[config.mk]
export PLATFORM = sky130hd
export DESIGN_NAME = touch_baseline_tracker
export DESIGN_NICKNAME = d
export VERILOG_FILES = /design/src/rtl/tbt_pkg.sv /design/src/rtl/tbt_channel.sv /design/src/rtl/tbt_quiet_timer.sv /design/src/rtl/tbt_host_cmd.sv /design/src/rtl/touch_baseline_tracker.sv
export SDC_FILE = /design/constraint.sdc
export NUM_CORES = 1
export LEC_CHECK = 0
export BUFFER_PORTS_ARGS = -buffer_cell sky130_fd_sc_hd__buf_2
export CORE_UTILIZATION = 50
export DETAILED_ROUTE_END_ITERATION = 12
export PLACE_DENSITY_LB_ADDON = 0.05
export RECOVER_POWER = 25
export SYNTH_ARGS = -nofsm -noshare
export SYNTH_HDL_FRONTEND = slang
export SYNTH_SLANG_ARGS = --single-unit
export TNS_END_PERCENT = 100
[constraint.sdc]
create_clock -name clk_i -period 5.3 [get_ports clk_i]
set_input_delay 1.06 -clock clk_i [delete_from_list [all_inputs] [get_ports clk_i]]
set_output_delay 1.06 -clock clk_i [all_outputs]
set_load 0.02 [all_outputs]
[src/rtl/tbt_pkg.sv]
package tbt_pkg;
  localparam int SMP_W      = 8;
  localparam int VAR_W      = 7;
  localparam int CFG_W      = 8;
  localparam int WAIT_SHIFT = 6;
  localparam int INTV_MULT  = 50;
  localparam int WCNT_W     = CFG_W + WAIT_SHIFT;
  localparam int ICNT_W     = CFG_W + $clog2(INTV_MULT);

  typedef logic [SMP_W:0]    ext_t;
  typedef logic [WCNT_W-1:0] wcnt_t;
  typedef logic [ICNT_W-1:0] icnt_t;

  // Raw touch: sample strictly above baseline plus margin, 9-bit compare.
  function automatic logic over_margin(input logic [SMP_W-1:0] smp,
                                       input logic [SMP_W-1:0] base,
                                       input logic [VAR_W-1:0] tvr);
    ext_t lhs;
    ext_t rhs;
    lhs = ext_t'(smp);
    rhs = ext_t'(base) + ext_t'(tvr);
    return lhs > rhs;
  endfunction

  // Drift tracking: follow any fall or a rise within the drift margin.
  function automatic logic [SMP_W-1:0] track_base(input logic [SMP_W-1:0] smp,
                                                  input logic [SMP_W-1:0] base,
                                                  input logic [VAR_W-1:0] evr);
    ext_t lim;
    lim = ext_t'(base) + ext_t'(evr);
    if (ext_t'(smp) <= lim) return smp;
    return base;
  endfunction

  function automatic wcnt_t wait_limit(input logic [CFG_W-1:0] cfg);
    return wcnt_t'(cfg) << WAIT_SHIFT;
  endfunction

  function automatic icnt_t intv_reload(input logic [CFG_W-1:0] cfg);
    icnt_t span;
    span = icnt_t'(cfg) * icnt_t'(INTV_MULT);
    if (span == '0) return '0;
    return span - icnt_t'(1);
  endfunction
endpackage

[src/rtl/tbt_channel.sv]
module tbt_channel
  import tbt_pkg::*;
(
  input  logic             clk_i,
  input  logic             rst_ni,
  input  logic             smp_vld_i,
  input  logic [SMP_W-1:0] smp_i,
  input  logic [VAR_W-1:0] tvr_i,
  input  logic [VAR_W-1:0] evr_i,
  input  logic             track_i,
  input  logic             load_i,
  output logic             touch_o,
  output logic [SMP_W-1:0] base_o
);
  logic [SMP_W-1:0] last_q;
  logic [SMP_W-1:0] base_q;
  logic             touch_q;
  logic             hit;

  assign hit = over_margin(smp_i, base_q, tvr_i);

  always_ff @(posedge clk_i) begin
    if (!rst_ni) begin
      last_q  <= '0;
      touch_q <= 1'b0;
    end else if (smp_vld_i) begin
      last_q  <= smp_i;
      touch_q <= hit;
    end
  end

  always_ff @(posedge clk_i) begin
    if (!rst_ni) begin
      base_q <= '0;
    end else if (load_i) begin
      base_q <= last_q;
    end else if (track_i) begin
      base_q <= track_base(last_q, base_q, evr_i);
    end
  end

  assign touch_o = touch_q;
  assign base_o  = base_q;
endmodule

[src/rtl/tbt_quiet_timer.sv]
module tbt_quiet_timer
  import tbt_pkg::*;
(
  input  logic             clk_i,
  input  logic             rst_ni,
  input  logic             tick_i,
  input  logic             any_touch_i,
  input  logic             hold_i,
  input  logic [CFG_W-1:0] wait_cfg_i,
  input  logic [CFG_W-1:0] intv_cfg_i,
  output logic             wait_done_o,
  output logic             auto_evt_o
);
  wcnt_t wait_q;
  icnt_t intv_q;
  wcnt_t limit;

  assign limit       = wait_limit(wait_cfg_i);
  assign wait_done_o = (wait_q >= limit);
  assign auto_evt_o  = tick_i && !hold_i && !any_touch_i && wait_done_o && (intv_q == '0);

  always_ff @(posedge clk_i) begin
    if (!rst_ni) begin
      wait_q <= '0;
    end else if (any_touch_i) begin
      wait_q <= '0;
    end else if (tick_i && (wait_q < limit)) begin
      wait_q <= wait_q + wcnt_t'(1);
    end
  end

  always_ff @(posedge clk_i) begin
    if (!rst_ni) begin
      intv_q <= '0;
    end else if (any_touch_i) begin
      intv_q <= '0;
    end else if (auto_evt_o) begin
      intv_q <= intv_reload(intv_cfg_i);
    end else if (tick_i && !hold_i && wait_done_o && (intv_q != '0)) begin
      intv_q <= intv_q - icnt_t'(1);
    end
  end
endmodule

[src/rtl/tbt_host_cmd.sv]
module tbt_host_cmd (
  input  logic clk_i,
  input  logic rst_ni,
  input  logic hold_i,
  input  logic ureq_i,
  input  logic creq_i,
  input  logic any_touch_i,
  output logic ubusy_o,
  output logic cbusy_o,
  output logic load_o
);
  logic ubusy_q;
  logic cbusy_q;

  always_ff @(posedge clk_i) begin
    if (!rst_ni) begin
      ubusy_q <= 1'b0;
      cbusy_q <= 1'b0;
    end else begin
      ubusy_q <= ureq_i && hold_i;
      cbusy_q <= creq_i && hold_i;
    end
  end

  assign load_o  = hold_i && (ubusy_q || (cbusy_q && !any_touch_i));
  assign ubusy_o = ubusy_q;
  assign cbusy_o = cbusy_q;
endmodule

[src/rtl/touch_baseline_tracker.sv]
module touch_baseline_tracker
  import tbt_pkg::*;
#(
  parameter int NUM_CH = 8
) (
  input  logic                    clk_i,
  input  logic                    rst_ni,
  input  logic                    sens_tick_i,
  input  logic [NUM_CH-1:0]       smp_vld_i,
  input  logic [NUM_CH*SMP_W-1:0] smp_data_i,
  input  logic [NUM_CH*VAR_W-1:0] tvr_i,
  input  logic [VAR_W-1:0]        evr_i,
  input  logic [CFG_W-1:0]        wait_cfg_i,
  input  logic [CFG_W-1:0]        intv_cfg_i,
  input  logic                    hold_i,
  input  logic                    ucal_req_i,
  input  logic                    ccal_req_i,
  output logic [NUM_CH-1:0]       touch_raw_o,
  output logic [NUM_CH*SMP_W-1:0] base_o,
  output logic                    ucal_busy_o,
  output logic                    ccal_busy_o,
  output logic                    cal_done_o
);
  logic any_touch;
  logic auto_evt;
  logic host_load;
  logic wait_done;
  logic done_q;

  assign any_touch = |touch_raw_o;

  for (genvar g = 0; g < NUM_CH; g++) begin : g_ch
    tbt_channel u_ch (
      .clk_i    (clk_i),
      .rst_ni   (rst_ni),
      .smp_vld_i(smp_vld_i[g]),
      .smp_i    (smp_data_i[g*SMP_W +: SMP_W]),
      .tvr_i    (tvr_i[g*VAR_W +: VAR_W]),
      .evr_i    (evr_i),
      .track_i  (auto_evt),
      .load_i   (host_load),
      .touch_o  (touch_raw_o[g]),
      .base_o   (base_o[g*SMP_W +: SMP_W])
    );
  end

  tbt_quiet_timer u_timer (
    .clk_i      (clk_i),
    .rst_ni     (rst_ni),
    .tick_i     (sens_tick_i),
    .any_touch_i(any_touch),
    .hold_i     (hold_i),
    .wait_cfg_i (wait_cfg_i),
    .intv_cfg_i (intv_cfg_i),
    .wait_done_o(wait_done),
    .auto_evt_o (auto_evt)
  );

  tbt_host_cmd u_cmd (
    .clk_i      (clk_i),
    .rst_ni     (rst_ni),
    .hold_i     (hold_i),
    .ureq_i     (ucal_req_i),
    .creq_i     (ccal_req_i),
    .any_touch_i(any_touch),
    .ubusy_o    (ucal_busy_o),
    .cbusy_o    (ccal_busy_o),
    .load_o     (host_load)
  );

  always_ff @(posedge clk_i) begin
    if (!rst_ni) done_q <= 1'b0;
    else         done_q <= auto_evt || host_load;
  end

  assign cal_done_o = done_q;
endmodule

==> metrics.md, run 1 <==
| Metric | Value |
|---|---|
| Post-detailed-route wirelength per cell | between 15 and 20 um |
| Seq cells post-synth | 167 |
| Post-route minimum period | 4.44 ns |
| Power Density | 206 nW/um^2 |
| Hold Path Class | flip-flop to flip-flop |
| Clock transition at the registers of the reported paths | 0.07 ns |
| Maximum clock path buffer count | 2 |
| Least-Margin Pin Slew | 1.57 ns |
| Ys Warns | 0 |
| Most frequent cell after synthesis | ha_1 |
| Fillers | about 2,800 |
| Die Span X | 174 um |
| Max VDD drop | 0.204 mV |
| Top-area cell type share of the netlist area | 23.9% |
| PortBufs | around 230 |
| Fmax achieved | 225 MHz |
| Antenna Nets Post-Route | 0 |
| Synth area leaders | ha_1 24%, dfxtp_1 23%, mux2i_1 8.8% |
| Critical Path AT | 4.75 ns |
| Area Overhead vs Synth | 13.6% |
| Final setup TNS | 0 ns |
| Critical setup path kind | primary input to flip-flop |
| Library cells used by synthesis | 67 |
| CTS tree | done |
| Die Ht | 174 um |
| Largest net degree at the start of global routing | between 60 and 70 |
| Post-Syn Nets | around 2,100 |
| Vias per cell | 5.49 |
| CP required | 5.62 ns |
| Residual DRC | 0 |
| Worst setup SP type | primary input |
| CTS resizes | 0 |
| Clk_lat worst skew | around 0.43 ns |
| CTS Buf Count | 17 |
| Non-filler cells, final | 2,293 |
| Hold_buf cts | 0 |
| Final Hold Vio Count | 0 |
| Initial antenna violation count | 6 |
| Post-Syn Instances | 1,682 |
| Final WL | 36,800 um |
| Cell area after synthesis | 14,800 um^2 |
| Clk sinks | 167 |
| Postcts setup bufs | 0 |
| Critical Path End Type | flip-flop |
| Failing checks | capacitance limit, slew limit |
| Unrepaired setup endpoints after global routing | no |
| Period utilization | 83.7% |
| Initial Util | 51.1% |
| Final Net Count | 2,352 |
| Count of flip-flops with a built-in enable after synthesis | 0 |
| Ys async rst share | 0% |
| Core area | 28,900 um^2 |
| Status | finished, violations left |
| Cell types with the highest counts after synthesis | 283 x ha_1, 167 x dfxtp_1, 142 x nor2_1, 140 x nand2_1, 130 x mux2i_1 |
| DIE AREA | ~30,000 um^2 |
| Root buffer cell | clkbuf_16 |
| Syn Area/Cell | 8.80 um^2 |
| Max capacitance violation total | 1 |
| Static leakage | 8.51 nW |
| Clk_skew | 0.0171 ns |
| Synth Flop Type | dfxtp_1 |
| Num ports | 232 |
| DP Cell Count | 2,258 |
| First-pass GRT wire length | ~60,000 um |
| Layout cell share with drive strength beyond 1 | 14.0% |
| GRT Util Overall | 24.5% |
| Row count | just over 60 |
| CP max FO | 45 |
| H-tree levels | 4 |
| Largest area contributor in the netlist | ha_1 |
| R2R setup slack | 1.67 ns |
| Via count | 12,584 |
| Number of global-route vias before repair | roughly 12,000 |
| Final GP Congestion | 0.873 |
| Gr ovfl total | 0 |
| Count of pins over their slew limit | 34 |
| DRT Pass-1 Iters | 5 |
| Iter 0 DRT Violations | 462 |
| DP HPWL | 29,200 um |
| Seq/Total Area, Yosys | 22.6% |
| Final setup vio count | 0 |
| Slew headroom | -4.44% |
-- worst max-delay path, cell delays in order --
cell        delay [ns]
clkbuf_1          1.10
clkinvlp_2        1.49
buf_4             0.66
o41ai_1           0.41
-- through the flow --
step	area, um^2	total power [mW]	hold WS [ns]	worst slack (ns)	util (%)
floorplan	14800	1.99	0.447	1.06	-
global placement	16300	2.22	0.463	0.621	56.2
detailed placement	16300	2.25	0.470	0.530	56.2
CTS	16800	3.50	0.485	0.979	58.2
global route	16800	3.67	0.498	0.530	58.1
finish	16800	3.46	0.482	0.863	58.1
-- layer usage --
metal / up-vias / track usage, % / part of all wire, % / wire length (um)
met3: 34 / 3.96 / 4.0 / 1480
met4: 4 / 6.87 / 1.3 / 493
met1: 5800 / 32.1 / 48 / 17800
met5: - / 0 / 0.092 / 34
li1: 6496 / - / - / -
met2: 250 / 41.5 / 46 / 17000
-- final cells by class --
class	count	area [um^2]	share of cell area (%)
repair buffers	236	1150	6.84
flip-flops and latches	167	3340	19.9
multi-input cells	1385	10900	65.0
clock buffers	18	439	2.61
clock inverters	13	136	0.811
well taps	384	480	2.86
diodes	4	10.0	0.0595
inverters	86	324	1.93
-- where the power goes --
part / switching [mW] / internal, mW / leakage (nW) / total (mW)
Sequential: 0.0451 / 1.30 / 1.36 / 1.34
Combinational: 0.489 / 0.385 / 6.87 / 0.874
Clock: 0.569 / 0.675 / 0.280 / 1.24
-- kinds of logic (layout without fill, tap and decap cells) --
kind of cell    count (synthesis)  in the layout  share of synthesized area [%]
buf+inv                       130            353                           3.58
mux                           131            131                           8.87
compound gates                377            377                           16.9
xor+xnor                      112            112                           6.63
fa+ha+maj                     302            302                           26.5
flops                         167            167                           22.6
other cells                     0              4                              0
simple gates                  463            463                           14.9
-- registers in the layout (all words and copies together), names as in the netlist --
name,flops
cal_done_o,1
g_ch.u_ch.last_q,64
u_cmd.ubusy_o,1
u_timer.wait_q,14
g_ch.u_ch.touch_o,8
u_timer.intv_q,14
g_ch.u_ch.base_o,64
u_cmd.cbusy_o,1
-- layout by cell type, fill, tap and decap left out, types with 35 or more instances in the layout --
cell,count
ha_1,283
buf_2,196
dfxtp_1,167
nor2_1,142
nand2_1,140
mux2i_1,130
a21oi_1,115
inv_1,85
o21ai_0,68
xnor2_1,62
a21o_1,54
xor2_1,50
o21a_1,39
clkbuf_1,35
-- path summary, 6_finish.rpt --
kind	start	endpoint	cells past startpoint
hold reg to reg	g_ch[3].u_ch.last_q[0]$_SDFFE_PN0P_	g_ch[3].u_ch.base_o[0]$_SDFFE_PN0P_	2
setup reg to reg	g_ch[2].u_ch.base_o[0]$_SDFFE_PN0P_	g_ch[2].u_ch.base_o[6]$_SDFFE_PN0P_	14
hold / removal	g_ch[3].u_ch.last_q[0]$_SDFFE_PN0P_	g_ch[3].u_ch.base_o[0]$_SDFFE_PN0P_	2
setup / recovery	rst_ni	g_ch[5].u_ch.touch_o$_SDFFE_PN0P_	4
(Power assumes the default switching activity.)
==> run 2: changes to the inputs <==
- clock period: 5.3 -> 3.69 ns (I/O delays scaled with it)
==> run 2 against run 1 <==
Compared with the run above:
- critical path type unchanged
- clock power up 47%
- design area increased by 6.6%
- die area unchanged
- largest power group unchanged
- global-route usage grew 0.95 points
- sequential share of layout area fell by 1.2 points
- the run still ends with capacitance limit, slew limit left
- wire length grew 5.3%
- largest cell class unchanged
- clock skew shrank 0.0066 ns
- worst setup slack lost 0.79 ns
- first-iteration DRC count rose by 12%
- register-to-register slack got worse by 1.4 ns
- final cell count is 4.6% higher
==> metrics.md, run 2 (synthesis results as in run 1) <==
| Metric | Value |
|---|---|
| Overall power | around 5.3 mW |
| Hold Path Class | flip-flop to flip-flop |
| Crit-path cells | buf_2 > ha_1 > ha_4 > fa_1 > ha_4 > a211oi_4 > buf_4 > nor2_4 > buf_4 > o311ai_4 > nor4b_4 > buf_4 > a41oi_4 > o21ai_2 > a211oi_2 |
| Die Span X | 174 um |
| Final WL | between 30,000 and 40,000 um |
| Largest net degree at the start of global routing | 55 |
| Vias per cell | 5.51 |
| Critical Path Max Stage Delay | 0.51 ns |
| Gr ovfl total | 0 |
| Die Ht | 174 um |
| Final Hold Vio Count | 0 |
| Sequential cell area | 3340 um^2 |
| Clk_lat worst skew | between 0.4 and 0.5 ns |
| Residual DRC | 0 |
| Iter 0 DRT Violations | ~520 |
| Clk_skew | 0.0105 ns |
| Period utilization | between 90% and 100% |
| Fillers | approximately 2,600 |
| Non-filler cells, final | roughly 2,400 |
| Post-route minimum period | 3.62 ns |
| Max capacitance violation total | 1 |
| Final Net Count | 2,455 |
| CTS Buf Count | 17 |
| DRT Pass-1 Iters | 4 |
| Final setup TNS | 0 ns |
| CP max stage cell | fa_1 |
| GRT Util Overall | around a quarter |
| Core area | 28,900 um^2 |
| CP Buf/Inv Count | 4 |
| Least-Margin Pin Slew | 1.76 ns |
| Final worst slack | 0.0749 ns |
| DP HPWL | 30,600 um |
| Status | finished, violations left |
| CTS tree | done |
| Row count | 62 |
| Clk sinks | 167 |
| PortBufs | about 230 |
| DIE AREA | 30,300 um^2 |
| First-pass GRT wire length | approximately 62,000 um |
| Final GP Congestion | 0.871 |
| Final setup vio count | 0 |
| Worst setup SP type | primary input |
| Layout cell share with drive strength beyond 1 | between 10% and 20% |
| CP required | 4.05 ns |
| Fmax achieved | approximately 280 MHz |
| Multi-input logic area | 11,200 um^2 |
| Number of global-route vias before repair | ~13,000 |
| H-tree levels | 4 |
| Area Overhead vs Synth | 21.1% |
| Clock transition at the registers of the reported paths | 0.07 ns |
| Num ports | 232 |
| Antenna Nets Post-Route | 0 |
| Via count | between 10,000 and 15,000 |
| Most frequent cells in the layout | 277 x ha_1, 187 x buf_2, 167 x dfxtp_1 |
| Critical Path AT | around 4 ns |
| Failing checks | capacitance limit, slew limit |
| DP Cell Count | between 2,000 and 2,500 |
| Critical Path End Type | flip-flop |
| Maximum clock path buffer count | 2 |
| Count of pins over their slew limit | 40 |
| CP max FO | 5 |
| Cell mode on critical path | buf_4 |
| Max VDD drop | 0.297 mV |
| Static leakage | 9.05 nW |
| Commonest non-fill, non-tap cell in the layout | ha_1 |
| Slew headroom | -17.4% |
| Hold_buf cts | 0 |
| Power Density | 297 nW/um^2 |
| Dpl ws | -0.472 ns |
| Initial antenna violation count | 6 |
| CP top delay family | adder cells |
| Root buffer cell | clkbuf_16 |
| Initial Util | around 50% |
| Critical setup path kind | primary input to flip-flop |
| Post-detailed-route wirelength per cell | around 16 um |
## run 2: changes by cell type in the layout (fill, tap and decap cells not counted), sizes merged
cell,change
buf,+93
clkbuf,+10
inv,-4
clkinv,+3
a41oi,+1
bufinv,+1
diode,+1
## run 2: metal layers
| layer | global-route usage (%) | vias to the layer above | part of all wire, % |
|---|---|---|---|
| met1 | 32.5 | 6179 | 46 |
| met3 | 4.00 | 48 | 4.2 |
| li1 | - | 6689 | - |
| met2 | 44.5 | 282 | 48 |
| met4 | 6.54 | 4 | 1.7 |
| met5 | 0 | - | 0.083 |
## run 2: cell type report
class / instances / area share, %
inverter: 86 / 1.81
tap: 384 / 2.68
timing repair buffer: 338 / 11.2
antenna: 5 / 0.0698
clock inverter: 13 / 0.810
sequential: 167 / 18.7
multi-input combinational: 1386 / 62.3
clock buffer: 19 / 2.47
## run 2: timing repair
action | in CTS | in global routing
pin swaps | 0 | 9
endpoints found under the setup margin | 1 | 73
buffers inserted | 1 | 6
gates resized for setup | 0 | 26
gates cloned | 0 | 1
## run 2: worst min-delay path, cell delays in order (launching register included)
cell and delay [ns]:
dfxtp_1 0.33, nand2_1 0.06, mux2i_1 0.05
## run 2: final timing paths
| path | from | end | slack, ns | cells after the start |
|---|---|---|---|---|
| hold reg to reg | g_ch[0].u_ch.last_q[0]$_SDFFE_PN0P_ | g_ch[0].u_ch.base_o[0]$_SDFFE_PN0P_ | 0.48 | 2 |
| hold / removal | g_ch[0].u_ch.last_q[0]$_SDFFE_PN0P_ | g_ch[0].u_ch.base_o[0]$_SDFFE_PN0P_ | 0.48 | 2 |
| setup reg to reg | g_ch[4].u_ch.base_o[1]$_SDFFE_PN0P_ | g_ch[4].u_ch.base_o[0]$_SDFFE_PN0P_ | 0.30 | 15 |
| setup / recovery | intv_cfg_i[2] | u_timer.intv_q[12]$_SDFFE_PP0P_ | 0.07 | 15 |
## run 2: report_power, final
group	internal [mW]	switching [mW]	total, mW	leakage (nW)
combinational	0.753	0.819	1.57	7.41
sequential	1.86	0.0629	1.92	1.36
clock	1.02	0.801	1.82	0.281
## run 2: per-stage QoR
stage	hold slack [ns]	util, %	cell area, um^2
finish	0.480	61.9	17900
floorplan	0.447	-	14900
global placement	0.465	59.3	17200
global route	0.503	61.9	17900
CTS	0.487	61.4	17800
detailed placement	0.468	59.3	17200
